==> src/rtl/pwl_deadtime_lut.sv <==
module pwl_deadtime_lut #(
  parameter int CUR_W   = 8,
  parameter int DW      = 8,
  parameter int FW      = 8,
  parameter int STEP_LG = 3,
  parameter int NLOW    = 6,
  parameter int FAR_POS = 200
) (
  input  logic              clk,
  input  logic              rst_n,
  input  logic              in_vld,
  input  logic [CUR_W-1:0]  cur_code,
  input  logic              wr_en,
  input  logic [$clog2(NLOW+1)-1:0] wr_idx,
  input  logic [DW-1:0]     wr_data,
  output logic              out_vld,
  output logic [DW-1:0]     out_val,
  output logic [$clog2(NLOW+1)-1:0] out_idx,
  output logic [FW-1:0]     out_frac
);
  localparam int NV      = NLOW + 1;
  localparam int IW      = $clog2(NV);
  localparam int LOW_END = (NLOW - 1) << STEP_LG;
  localparam int SPAN    = FAR_POS - LOW_END;
  localparam int PW      = DW + FW + 2;
  localparam logic [CUR_W-1:0] FAR_C = CUR_W'(FAR_POS);
  localparam logic [CUR_W-1:0] LOW_C = CUR_W'(LOW_END);
  localparam logic [CUR_W-1:0] MASK  = CUR_W'((1 << STEP_LG) - 1);

  logic [DW-1:0] vtx [NV];

  logic [IW-1:0]       sel_idx, nxt_idx;
  logic [FW-1:0]       sel_frac;
  logic [CUR_W-1:0]    off;
  logic [CUR_W+FW-1:0] far_num;

  logic          s1_vld;
  logic [IW-1:0] s1_idx;
  logic [FW-1:0] s1_frac;
  logic [DW-1:0] s1_lo, s1_hi;
  logic [PW-1:0] acc;

  assign off     = cur_code - LOW_C;
  assign far_num = {off, {FW{1'b0}}};

  always_comb begin
    if (cur_code >= FAR_C) begin
      sel_idx  = IW'(NV - 1);
      sel_frac = '0;
    end else if (cur_code >= LOW_C) begin
      sel_idx  = IW'(NLOW - 1);
      sel_frac = FW'(far_num / (CUR_W+FW)'(SPAN));
    end else begin
      sel_idx  = IW'(cur_code >> STEP_LG);
      sel_frac = FW'((cur_code & MASK)) << (FW - STEP_LG);
    end
  end

  assign nxt_idx = (sel_idx == IW'(NV - 1)) ? sel_idx : sel_idx + 1'b1;

  always_ff @(posedge clk) begin
    if (!rst_n) begin
      for (int k = 0; k < NV; k++) vtx[k] <= '0;
    end else if (wr_en && int'(wr_idx) < NV) begin
      vtx[wr_idx] <= wr_data;
    end
  end

  always_ff @(posedge clk) begin
    if (!rst_n) begin
      s1_vld  <= 1'b0;
      s1_idx  <= '0;
      s1_frac <= '0;
      s1_lo   <= '0;
      s1_hi   <= '0;
    end else begin
      s1_vld <= in_vld;
      if (in_vld) begin
        s1_idx  <= sel_idx;
        s1_frac <= sel_frac;
        s1_lo   <= vtx[sel_idx];
        s1_hi   <= vtx[nxt_idx];
      end
    end
  end

  assign acc = (PW'(1 << FW) - PW'(s1_frac)) * PW'(s1_lo)
             + PW'(s1_frac) * PW'(s1_hi)
             + PW'(1 << (FW - 1));

  always_ff @(posedge clk) begin
    if (!rst_n) begin
      out_vld  <= 1'b0;
      out_val  <= '0;
      out_idx  <= '0;
      out_frac <= '0;
    end else begin
      out_vld <= s1_vld;
      if (s1_vld) begin
        out_val  <= acc[FW +: DW];
        out_idx  <= s1_idx;
        out_frac <= s1_frac;
      end
    end
  end

  AST_VALID_LATENCY: assert property (@(posedge clk) disable iff (!rst_n)
    in_vld |=> ##1 out_vld);
  AST_IDX_RANGE: assert property (@(posedge clk) disable iff (!rst_n)
    out_vld |-> int'(out_idx) < NV);
  AST_TOP_FRAC_ZERO: assert property (@(posedge clk) disable iff (!rst_n)
    (out_vld && out_idx == IW'(NV - 1)) |-> out_frac == '0);
  AST_RESULT_BOUNDED: assert property (@(posedge clk) disable iff (!rst_n)
    s1_vld |=> ((out_val >= $past(s1_lo) || out_val >= $past(s1_hi)) &&
                (out_val <= $past(s1_lo) || out_val <= $past(s1_hi))));
  AST_OUT_HOLD: assert property (@(posedge clk) disable iff (!rst_n)
    !s1_vld |=> (!out_vld && $stable(out_val) && $stable(out_idx) && $stable(out_frac)));
endmodule

==> config.mk <==
export PLATFORM = sky130hd
export DESIGN_NAME = pwl_deadtime_lut
export DESIGN_NICKNAME = d
export VERILOG_FILES = /design/src/rtl/pwl_deadtime_lut.sv
export SDC_FILE = /design/constraint.sdc
export NUM_CORES = 1
export LEC_CHECK = 0
export BUFFER_PORTS_ARGS = -buffer_cell sky130_fd_sc_hd__buf_4
export CAP_MARGIN = 20
export CORE_MARGIN = 8
export CORE_UTILIZATION = 47
export CTS_CLUSTER_SIZE = 25
export DETAILED_ROUTE_END_ITERATION = 7
export GPL_TIMING_DRIVEN = 0
export MAX_ROUTING_LAYER = met4
export SYNTH_ARGS = -nofsm -noshare
export SYNTH_HDL_FRONTEND = slang
export SYNTH_SLANG_ARGS = --single-unit
==> constraint.sdc <==
create_clock -name clk -period 10.88 [get_ports clk]
set_input_delay 0.544 -clock clk [delete_from_list [all_inputs] [get_ports clk]]
set_output_delay 0.544 -clock clk [all_outputs]
set_load 0.01 [all_outputs]
# Word-level counts from Yosys, hierarchy flattened
# Memory sizes are Yosys's and may differ from the RTL's. A register that Yosys moved wholly into a read port is not among the register bits.
# Cells that the tools add are included.
# classes
addsub,5
n_mul,2
div,1
order_cmp,3
eq_ne,1
muxes,12
reduce_logical,4
# ops
op,count
two-way mux 8 bit,3
adder 16 bit,1
adder 16 x 8 -> 16 bit (second input constant),1
divider 16 x 8 -> 16 bit (second input constant),1
multiplier 10 x 9 -> 16 bit,1
multiplier 8 x 8 -> 16 bit,1
two-way mux 3 bit,4
subtractor 9 x 8 -> 10 bit (first input constant),1
>= comparator 8 x 6 -> 1 bit (second input constant),1
>= comparator 8 bit (second input constant),1
OR reduction 8 bit,1
subtractor 8 x 6 -> 8 bit (second input constant),1
two-way mux 1 bit,5
adder 3 x 1 -> 3 bit (second input constant),1
== test 3 bit (second input constant),1
less-than comparator 3 bit (second input constant),1
logical NOT 1 bit,2
logical AND 1 bit,1
# word_totals
regBits,32
ram_bits,56
in_bits,23
out_inout_bits,20
memories,1
# memory_table
name,words,width,rd,rd_clocked_by_memory_dff,wr,line_no,rtl
vtx,7,8,2,2,7,30,logic [DW-1:0] vtx [NV];

# Longest topological paths before layout
# Gate-level depths: netlist of run 1.
# logic_depth
ltp_word,7
depth_mapped,32
ltp_nobuf,29

# Worst setup path after synthesis of run 1
# No wires, ideal clock.
# synth_timing
path_type,input to register
from,in cur_code[3]
to,reg s1_frac[0]
t_arrival_ns,6.202
t_required_ns,10.759
slack_ns,4.557
stages,32
cell_sequence,inv_1 clkbuf_1 ha_1 clkbuf_1 and3b_1 o311a_1 a211o_4 a21o_1 buf_2 nor2_1 o21ai_0 and4_1 or2_2 ha_1 nor2_1 nand2_1 nand2_1 nand2_1 xnor2_1 inv_1 ha_1 nor2_1 nor4b_4 inv_1 ha_1 nor2b_1 nand2b_1 nor2_1 mux2i_1 nand4_1 mux2_4 a2bb2oi_1
# synth_via
elab_chain_cells,4
elab_cells_between_ends,6
classes_between,add/sub (1); div (1); order compare (2); mux (2)
# synth_rtl
element,line_no,rtl
from (decl),12,"input logic [CUR_W-1:0] cur_code,"
subtractor 8 x 6 -> 8 bit,43,assign off = cur_code - LOW_C;
divider 16 x 8 -> 16 bit,52,sel_frac = FW'(far_num / (CUR_W+FW)'(SPAN));
two-way mux 8 bit,50,end else if (cur_code >= LOW_C) begin
two-way mux 8 bit *,47,if (cur_code >= FAR_C) begin
to (signal assigned),80,s1_frac <= sel_frac;
to (decl),39,logic [FW-1:0] s1_frac;
# Mark *: on every way between the ends. The rest lies on a longest branch, timed or not.
# A chain may end at the register's enable or synchronous reset.

# Final worst setup path of run 1
# layout_timing
from,reg s1_frac[0]
to,reg out_val[6]
# layout_via
elab_chain_cells,4
elab_cells_between_ends,5
classes_between,add/sub (3); mul (2)
# layout_rtl
element,line_no,rtl
subtractor 9 x 8 -> 10 bit,87,assign acc = (PW'(1 << FW) - PW'(s1_frac)) * PW'(s1_lo)
multiplier 10 x 9 -> 16 bit,87,
adder 16 bit *,88,+ PW'(s1_frac) * PW'(s1_hi)
adder 16 x 8 -> 16 bit *,89,+ PW'(1 << (FW - 1));
to (signal assigned),100,out_val <= acc[FW +: DW];
to (decl),17,"output logic [DW-1:0] out_val,"
# Marked as above.

==> results.yml, run 1 <==
pwr:
  p_sw_mw: 0.930
  clkPwrFrac_pct: 16.2
  pwr_density_cell_nw_per_um2: 170
  p_comb_share_pct: 60.1
  seq_power_share_pct: 23.7
  leakage_nw: 5.71
  p_int_mw: 1.19
  p_total_mw: 2.12
  ir_drop_v: 0.000154
  swShare_pct: 43.8
synthesis:
  ys_types: 83
  synth-edff-count: 56
  yosysSeqAreaShare_pct: 24.5
  ys.flop_type: "edfxtp_1"
  netlist_instances: 1245
  syn_area_um2: 11400
  async_flop_share_pct: 0
  yosysWarningCount: 0
  syn_avg_cell_area_um2: 9.17
  ys_ff_latch: 112
setup_path:
  cpPeakStageDelay_ns: 0.80
  crit_fanout: 10
  endpoint_kind: "flop"
  reg2reg_slack_ns: 3.57
  path_class: "flop to flop"
  arrival_ns: 7.56
  cp_cell_sequence: "clkbuf_1 > inv_1 > ha_1 > nand2_1 > or3_1 > xor2_1 > nand2_1 > fa_1 > fa_1 > fa_1 > fa_1 > fa_1 > inv_1 > fa_1 > ha_1 > a21oi_1 > o21bai_1 > a21oi_1 > o21bai_1 > a21oi_1 > inv_1 > a21oi_1 > xor2_1 > o21ai_0"
  critPathLaunchType: "flop"
  r2r_cells: 24
  path_common_cell: "fa_1"
  worstPathRequired_ns: 11.14
  rr_startpoint: "s1_frac[0]"
  cp_slowest_cell: "xor2_1"
  r2r-end: "out_val[6]"
clock_tree:
  clock_path_buffers: 2
  path_clk_slew_ns: 0.09
  htree_levels: 3
  cts_tree: "yes"
  post_cts_buffers: 0
  cts_buffers: 9
  root_buffer: "clkbuf_16"
  clock_latency_ns: 0.37
  cts_resized: 0
  cts_sinks: 112
  hold_buffers: 0
global_route:
  grt_max_degree: 23
  grt_pass1_wl_um: 47700
  grt_usage_pct: 21.2
  overflow: 0
  grt_pass1_vias: 9047
  antenna_found_initial: 1
finish:
  area_growth_pct: 9.06
  layout_commonest_cell: "nand2_1"
  drive_gt1_share_pct: 8.33
  nNetsFinal: 1506
  diodes: 0
  finalInstanceArea_um2: 12500
  mostFrequentLayoutCells: "nand2_1 (159), inv_1 (153), fa_1 (100), and2_1 (89), ha_1 (80)"
worst_hold_path:
  worst_hold_path.num_cells: 2
  min_to: "vtx[4][4]"
  hp-start: "wr_data[4]"
  hold_class: "input port to flop"
floorplanning:
  die_h_um: 172
  die_area_um2: 29500
  start_util_pct: 47.4
  fp.dieW_um: 172
  core-area_um2: 24100
  std_cell_rows: 57
  num_io_pins: 43
timing:
  tns_ns: 0
  hold_viol_final: 0
  slew_violations: 0
  min_period_ns: 7.31
  fmax_mhz: 137
  setup_viol: 0
  rsz0062_at_grt: "false"
  relSlewSlack_pct: 26.8
  min_period_over_period_pct: 67.1
  worst_pin_slew_ns: 1.07
  clock_skew_ns: 0.0143
detailed_routing:
  drt_wl_total_um: 29200
  vias: 8976
  antenna_left: 0
  vias_per_cell: 5.50
  drt_iter0_drc: 584
  drc: 0
  wl_per_cell_um: 17.9
  firstDrtPassIters: 5
placement:
  gp_congestion: 0.907
  port_buffers: 37
  dp_hpwl_um: 22800
  placed_area_um2: 12100
outcome:
  status: "complete, no violations"
job:
  maxCapViolations: 0
-- flip-flops by register name, indices dropped and copies added (netlist names) --
register and count:
s1_lo 8, s1_idx 3, s1_hi 8, out_frac 8, s1_frac 8, out_idx 3
out_vld 1, vtx 64, out_val 8, s1_vld 1
-- per-layer routing --
metal  global-route usage, %  wire (µm)  vias to the layer above
met5                       -          0                        -
met4                    6.07        620                        0
met3                    2.83       1210                       33
met2                    34.7      13900                      202
met1                    27.3      13500                     4413
li1                        -          -                     4328
-- stage by stage --
step                      setup slack [ns]  util, %  cells  hold slack [ns]
final                                 3.57     51.7   1632            0.461
after detailed placement              3.33     50.3   1614            0.466
after CTS                             3.53     51.6   1630            0.454
after global routing                  2.95     51.7   1632            0.459
after floorplan                       4.56        -   1252            0.425
after global placement                3.29     50.3   1613            0.445
-- power groups by stage --
stage          clock, mW  sequential (mW)  combinational [mW]
2_1_floorplan          0            0.506               0.998
3_3_place_gp           0            0.510                1.26
3_5_place_dp           0            0.511                1.29
4_1_cts            0.351            0.502                1.30
5_1_grt            0.367            0.507                1.48
6_report           0.344            0.502                1.28
-- cell families (layout without fill, tap and decap cells) --
| family | after synthesis | count (layout) | synth area share (%) |
|---|---|---|---|
| buffers and inverters | 224 | 280 | 7.75 |
| other | 1 | 8 | 0.0328 |
| adders and majority gates | 180 | 180 | 26.3 |
| AOI/OAI and AO/OA | 209 | 209 | 13.4 |
| xor gates and xnor gates | 31 | 31 | 2.51 |
| muxes | 56 | 56 | 6.70 |
| DFF | 112 | 112 | 24.5 |
| and+or+nand+nor | 432 | 432 | 18.7 |
-- cell usage after synthesis (12+ instances only) --
cell type,number,share of area (%)
mux4_2,16,3.2
a211oi_1,12,0.79
nand4_1,19,1.0
and2_1,89,4.9
nor2_1,67,2.2
o211a_1,22,1.9
o22ai_1,21,1.2
inv_1,153,5.0
a21oi_1,39,1.7
o21ai_0,29,1.3
edfxtp_1,56,15
nand3_1,16,0.70
dfxtp_1,56,9.8
clkbuf_1,51,1.7
xnor2_1,21,1.6
nor3_1,16,0.70
mux2i_1,39,3.4
a31oi_1,14,0.77
nor2b_1,24,1.3
fa_1,100,18
nand2_1,159,5.2
ha_1,80,8.8
-- area by class of cell --
cell class              count  area [µm²]
clock inverters             7        80.1
flip-flops and latches    112        2800
inverters                 154         578
well taps                 324         405
plain buffers              70         307
repair buffers             40         298
clock buffers               9         225
multi-input cells         916        7760
fillers                  2321       11600
-- how the worst max path moves through the flow --
stage,startpoint,end,slack (ns),depth (start not counted)
CTS,s1_frac[0],out_val[6],3.53,26
finish,s1_frac[0],out_val[6],3.57,24
detailed placement,cur_code[3],s1_frac[0],3.33,32
global route,s1_frac[0],out_val[6],2.95,24
global placement,cur_code[3],s1_frac[0],3.29,32
floorplan,cur_code[3],s1_frac[0],4.56,32
-- critical path: cells and delay by family, from the launching register on --
kind,cells,cell delay (ns)
buffers and inverters,4,0.48
AND/OR/NAND/NOR,3,0.60
AO/OA/AOI/OAI,7,1.35
XOR/XNOR,2,0.97
flip-flops,1,0.30
adder cells (fa/ha/maj),8,3.50
No activity file was read; power rests on OpenSTA's default activity.
==> inputs of run 2 (changes only) <==
Settings changed: PLACE_DENSITY set to 0.66.
Clock period 10.88 ns to 6 ns, I/O delays scaled along.
==> run 2 against run 1 <==
Critical path depth rose by 1. Clock-buffer cell count rose by 1. Die area did not move. Global-route usage rose by 0.65 points. Total power rose by 110%. Critical endpoint unchanged. Highest routed layer unchanged. Design area rose by 4.8%. Worst hold slack got worse by 0.24 ns. Setup slack got worse by 3.5 ns.
==> results.yml, run 2 (same netlist as run 1, synthesis figures left out) <==
placement:
  placed_area_um2: 12200
  port_buffers: 37
  dp.cells: 1614
  dp_hpwl_um: 22800
  pre_cts_ws_ns: -1.19
  gp_congestion: 0.926
finish:
  seqCellArea_um2: 2810
  regMostFlops: "vtx"
  mostFrequentLayoutCells: "nand2_1 (153), inv_1 (147), fa_1 (100), and2_1 (88), ha_1 (73)"
  layout_commonest_cell: "nand2_1"
  nNetsFinal: 1530
  n_fill_cell: 2273
  multi_input_area_um2: 8110
  largest_register_ffs: 64
  utilization_pct: 54.1
  finalInstanceArea_um2: 13000
  fin_cells: 1656
  drive_gt1_share_pct: 15.0
  diodes: 0
  area_growth_pct: 14.3
detailed_routing:
  firstDrtPassIters: 5
  vias_per_cell: 5.54
  wl_per_cell_um: 18.0
  drt_wl_total_um: 29700
  antenna_left: 0
  vias: 9166
  drt_iter0_drc: 667
  drc: 0
global_route:
  grt_max_degree: 22
  use_met3_pct: 2.74
  grt_busiest_layer: "met2"
  grt_pass1_wl_um: 49700
  grt_pass1_vias: 9403
  overflow: 0
  use_met1_pct: 29.1
  use_met2_pct: 35.6
  antenna_found_initial: 0
  grt_usage_pct: 21.9
floorplanning:
  fp.dieW_um: 172
  die_h_um: 172
  start_util_pct: 47.4
  num_io_pins: 43
  std_cell_rows: 57
  die_area_um2: 29500
  core-area_um2: 24100
timing:
  clock_skew_ns: 0.00991
  setup_viol: 0
  slew_violations: 0
  worst_pin_slew_ns: 1.06
  min_period_over_period_pct: 99.5
  tns_ns: 0
  rsz0062_at_grt: "true"
  min_period_ns: 5.97
  relSlewSlack_pct: 28.7
  hold_viol_final: 0
  fmax_mhz: 168
  worst_slack_ns: 0.0326
pwr:
  swShare_pct: 42.6
  p_comb_share_pct: 65.6
  p_sw_mw: 1.92
  leakage_nw: 5.97
  pwr_density_cell_nw_per_um2: 346
  seq_power_share_pct: 20.4
  p_int_mw: 2.59
  clkPwrFrac_pct: 14.0
  ir_drop_v: 0.000361
setup_path:
  r2r-end: "out_val[6]"
  worstPathRequired_ns: 6.25
  arrival_ns: 6.22
  cpPeakStageDelay_ns: 0.52
  r2r_cells: 25
  reg2reg_slack_ns: 0.03
  path_buf_inv: 6
  critPathLaunchType: "flop"
  rr_startpoint: "s1_frac[0]"
  cp_slowest_cell: "fa_1"
  endpoint_kind: "flop"
  path_common_cell: "fa_1"
  cp_top_family: "adder cells"
  path_class: "flop to flop"
  crit_fanout: 6
worst_hold_path:
  hold_class: "input port to flop"
  hp-start: "wr_data[6]"
  min_to: "vtx[4][6]"
  worst_hold_path.num_cells: 2
clock_tree:
  cts_buffers: 9
  htree_levels: 3
  root_buffer: "clkbuf_16"
  cts_tree: "yes"
  clock_latency_ns: 0.36
  path_clk_slew_ns: 0.08
  cts_sinks: 112
  clock_path_buffers: 2
outcome:
  status: "complete, no violations"
job:
  maxCapViolations: 0
[run 2: changes by cell type in the layout (fill, tap and decap cells not counted), sizes merged]
cell,delta
buf,+29
clkbuf,-4
clkinv,-1
clkinvlp,-1
inv,+1
[run 2: how the worst max path moves through the flow]
stage                 from          to  slack [ns]  cells after the start
3_5_place_dp   cur_code[3]  s1_frac[0]       -1.19                     32
5_1_grt         s1_frac[0]  out_val[5]       -0.23                     25
4_1_cts         s1_frac[0]  out_val[7]       -0.02                     25
2_1_floorplan   s1_frac[0]  out_val[6]       -0.08                     26
6_report        s1_frac[0]  out_val[6]        0.03                     25
3_3_place_gp   cur_code[3]  s1_frac[0]       -1.27                     30
[run 2: worst reg2reg max path, cell delays in order (launching register included)]
cell and delay (ns):
dfxtp_4 0.39, inv_4 0.05, ha_4 0.17, buf_6 0.12, xnor2_4 0.28, nand2_2 0.09
fa_1 0.48, fa_1 0.52, inv_1 0.05, fa_1 0.49, inv_2 0.04, fa_1 0.50
fa_1 0.49, inv_1 0.05, fa_1 0.44, ha_1 0.29, a21o_1 0.22, a21oi_4 0.19
o21bai_4 0.10, a21oi_2 0.17, o21bai_2 0.12, a21oi_2 0.17, inv_1 0.07, a21oi_2 0.13
xor2_1 0.16, o21ai_1 0.07
[run 2: through the flow]
step           hold slack (ns)  total power [mW]
6_report                 0.222              4.52
5_1_grt                  0.218              4.93
3_3_place_gp             0.444              3.28
2_1_floorplan            0.425              2.78
3_5_place_dp             0.451              3.32
4_1_cts                  0.218              4.36
[run 2: area by class of cell]
type                    count  area share, %
repair buffers             67           3.89
flip-flops and latches    112           21.5
plain buffers              67           2.47
clock inverters             6          0.451
well taps                 324           3.11
multi-input cells         916           62.2
inverters                 154           4.45
clock buffers              10           1.92
[run 2: metal layers]
layer  share of wire [%]  routed length, µm
met5                   0                  0
met1                  46              13600
met3                 4.4               1320
met4                 1.6                464
met2                  48              14400
[run 2: power by group through the flow]
stage / Sequential, mW / Clock [mW] / Combinational, mW
after floorplan: 0.920 / 0 / 1.86
after global placement: 0.926 / 0 / 2.35
after detailed placement: 0.929 / 0 / 2.39
after CTS: 0.920 / 0.640 / 2.80
after global routing: 0.931 / 0.676 / 3.33
final: 0.923 / 0.633 / 2.96
[run 2: repair_timing]
action / CTS / global route
cloned: 0 / 0
setup endpoints to repair: 8 / 6
hold buffers: 0 / 0
setup buffers: 20 / 9
resized for setup: 56 / 32
pin swaps: 27 / 31
==> inputs of run 3 (changes only) <==
Settings changed: CTS_BUF_LIST set to sky130_fd_sc_hd__clkbuf_8, PLACE_DENSITY 0.66 to unset.
Clock period 6 ns to 6.1 ns, I/O delays scaled along.
==> run 3 against run 2 <==
Setup slack gained 0.021 ns. Critical path depth down 1. Clock-buffer cell count is 1 lower. Sequential share of layout area up 0.21 points. Critical path type unchanged. Register-to-register slack improved by 0.02 ns. Highest routed layer unchanged. Global-route usage is 0.21 points lower. Cell count is 0.12% higher. Non-clock buffer count grew 2. Sequential power shrank 2%. Clock skew is 0.0077 ns higher. Die area unchanged. Worst hold slack lost 0.047 ns.
==> results.yml, run 3 (same netlist as run 1, synthesis figures left out) <==
floorplanning:
  fp.dieW_um: 172
  core-area_um2: 24100
  die_area_um2: 29500
  std_cell_rows: 57
  die_h_um: 172
  start_util_pct: 47.4
  num_io_pins: 43
worst_hold_path:
  hp-start: "wr_data[4]"
  hold_class: "input port to flop"
  min_to: "vtx[4][4]"
  worst_hold_path.num_cells: 2
global_route:
  grt_usage_pct: 21.7
  antenna_found_initial: 1
  grt_max_degree: 25
  grt_pass1_wl_um: 48900
  overflow: 0
  grt_pass1_vias: 9393
detailed_routing:
  wl_per_cell_um: 17.9
  vias: 9180
  firstDrtPassIters: 5
  drt_iter0_drc: 523
  drc: 0
  vias_per_cell: 5.54
  antenna_left: 0
  drt_wl_total_um: 29700
clock_tree:
  cts_tree: "yes"
  clock_latency_ns: 0.41
  path_clk_slew_ns: 0.13
  hold_buffers: 0
  cts_sinks: 112
  cts_buffers: 9
  clock_path_buffers: 2
  htree_levels: 3
  root_buffer: "clkbuf_8"
setup_path:
  worstPathRequired_ns: 6.41
  crit_fanout: 4
  path_class: "flop to flop"
  cp-startpoint: "s1_frac[0]"
  r2r_cells: 24
  critPathLaunchType: "flop"
  arrival_ns: 6.35
  endpoint_kind: "flop"
  reg2reg_slack_ns: 0.05
  rr_startpoint: "s1_frac[0]"
  r2r-end: "out_val[6]"
finish:
  drive_gt1_share_pct: 14.4
  mostFrequentLayoutCells: "nand2_1 (155), inv_1 (149), fa_1 (100), and2_1 (89)"
  regMostFlops: "vtx"
  area_growth_pct: 13.3
  nNetsFinal: 1532
  largest_register_ffs: 64
  diodes: 0
  layout_commonest_cell: "nand2_1"
  fin_cells: 1658
  finalInstanceArea_um2: 12900
placement:
  port_buffers: 37
  dp.cells: 1614
  dp_hpwl_um: 22800
  gp_congestion: 0.912
  placed_area_um2: 12200
  pre_cts_ws_ns: -1.23
timing:
  setup_viol: 0
  hold_viol_final: 0
  fmax_mhz: 165
  hold_slack_ns: 0.176
  clock_skew_ns: 0.0176
  worst_slack_ns: 0.0541
  rsz0062_at_grt: "true"
  worst_pin_slew_ns: 1.01
  slew_violations: 0
  min_period_over_period_pct: 99.1
  relSlewSlack_pct: 31.5
  min_period_ns: 6.05
pwr:
  p_total_mw: 4.21
  pwr_density_cell_nw_per_um2: 326
  leakage_nw: 5.92
  ir_drop_v: 0.000410
outcome:
  status: "complete, no violations"
job:
  maxCapViolations: 0
run 3: changes by cell type in the layout (fill, tap and decap cells not counted), moves of 3 or more:
cell and change:
clkinv_8 +3, clkbuf_8 +9, clkbuf_16 -10, buf_4 +4
ha_4 -3
run 3: how the worst max path moves through the flow:
| stage | to | slack, ns | depth (start not counted) |
|---|---|---|---|
| 2_1_floorplan | out_val[7] | -0.002 | 25 |
| 3_3_place_gp | s1_frac[0] | -1.27 | 32 |
| 3_5_place_dp | s1_frac[0] | -1.23 | 32 |
| 4_1_cts | out_val[6] | 0.004 | 26 |
| 5_1_grt | out_val[5] | -0.20 | 25 |
| 6_report | out_val[6] | 0.05 | 24 |
run 3: cell type report:
cell class,count,area (µm²)
fillers,2308,11200
inverters,154,581
plain buffers,67,312
flip-flops and latches,112,2810
well taps,324,405
repair buffers,69,531
clock buffers,9,124
multi-input cells,916,8080
clock inverters,7,93.8
run 3: critical path, stage by stage, from the launching register on:
cell,delay (ns)
dfxtp_4,0.38
inv_4,0.06
ha_4,0.17
nand2_4,0.07
or3_4,0.37
xor2_4,0.24
buf_4,0.16
nand2_2,0.06
fa_1,0.51
fa_1,0.54
fa_1,0.43
fa_1,0.48
fa_1,0.49
inv_1,0.05
fa_1,0.55
ha_4,0.22
a21oi_4,0.17
o21bai_4,0.08
a21oi_2,0.17
o21bai_2,0.10
a21oi_2,0.21
inv_1,0.07
a21oi_2,0.13
xor2_1,0.17
o21ai_1,0.08
run 3: per-layer routing:
layer / global-route usage, % / routed length [µm] / vias to the layer above / part of all wire (%)
li1: - / - / 4388 / -
met2: 35.5 / 14200 / 259 / 48
met1: 28.0 / 13500 / 4483 / 45
met5: - / 0 / - / 0
met3: 2.69 / 1310 / 50 / 4.4
met4: 5.96 / 761 / 0 / 2.6
run 3: where the power goes:
group	switching, mW	total [mW]	internal [mW]
clock network	0.318	0.489	0.171
registers	0.0513	0.905	0.854
logic	1.49	2.82	1.32
run 3: metrics by stage:
step,util (%),setup TNS (ns)
after floorplan,-,-0.00228
after global placement,50.5,-4.86
after detailed placement,50.5,-5.42
after CTS,52.8,0
after global routing,53.7,-0.709
final,53.7,0
run 3: timing repair:
action	4_1_cts	5_1_grt
gates resized for setup	49	25
pin swaps	20	28
buffers inserted	15	15
setup endpoints to repair	8	5
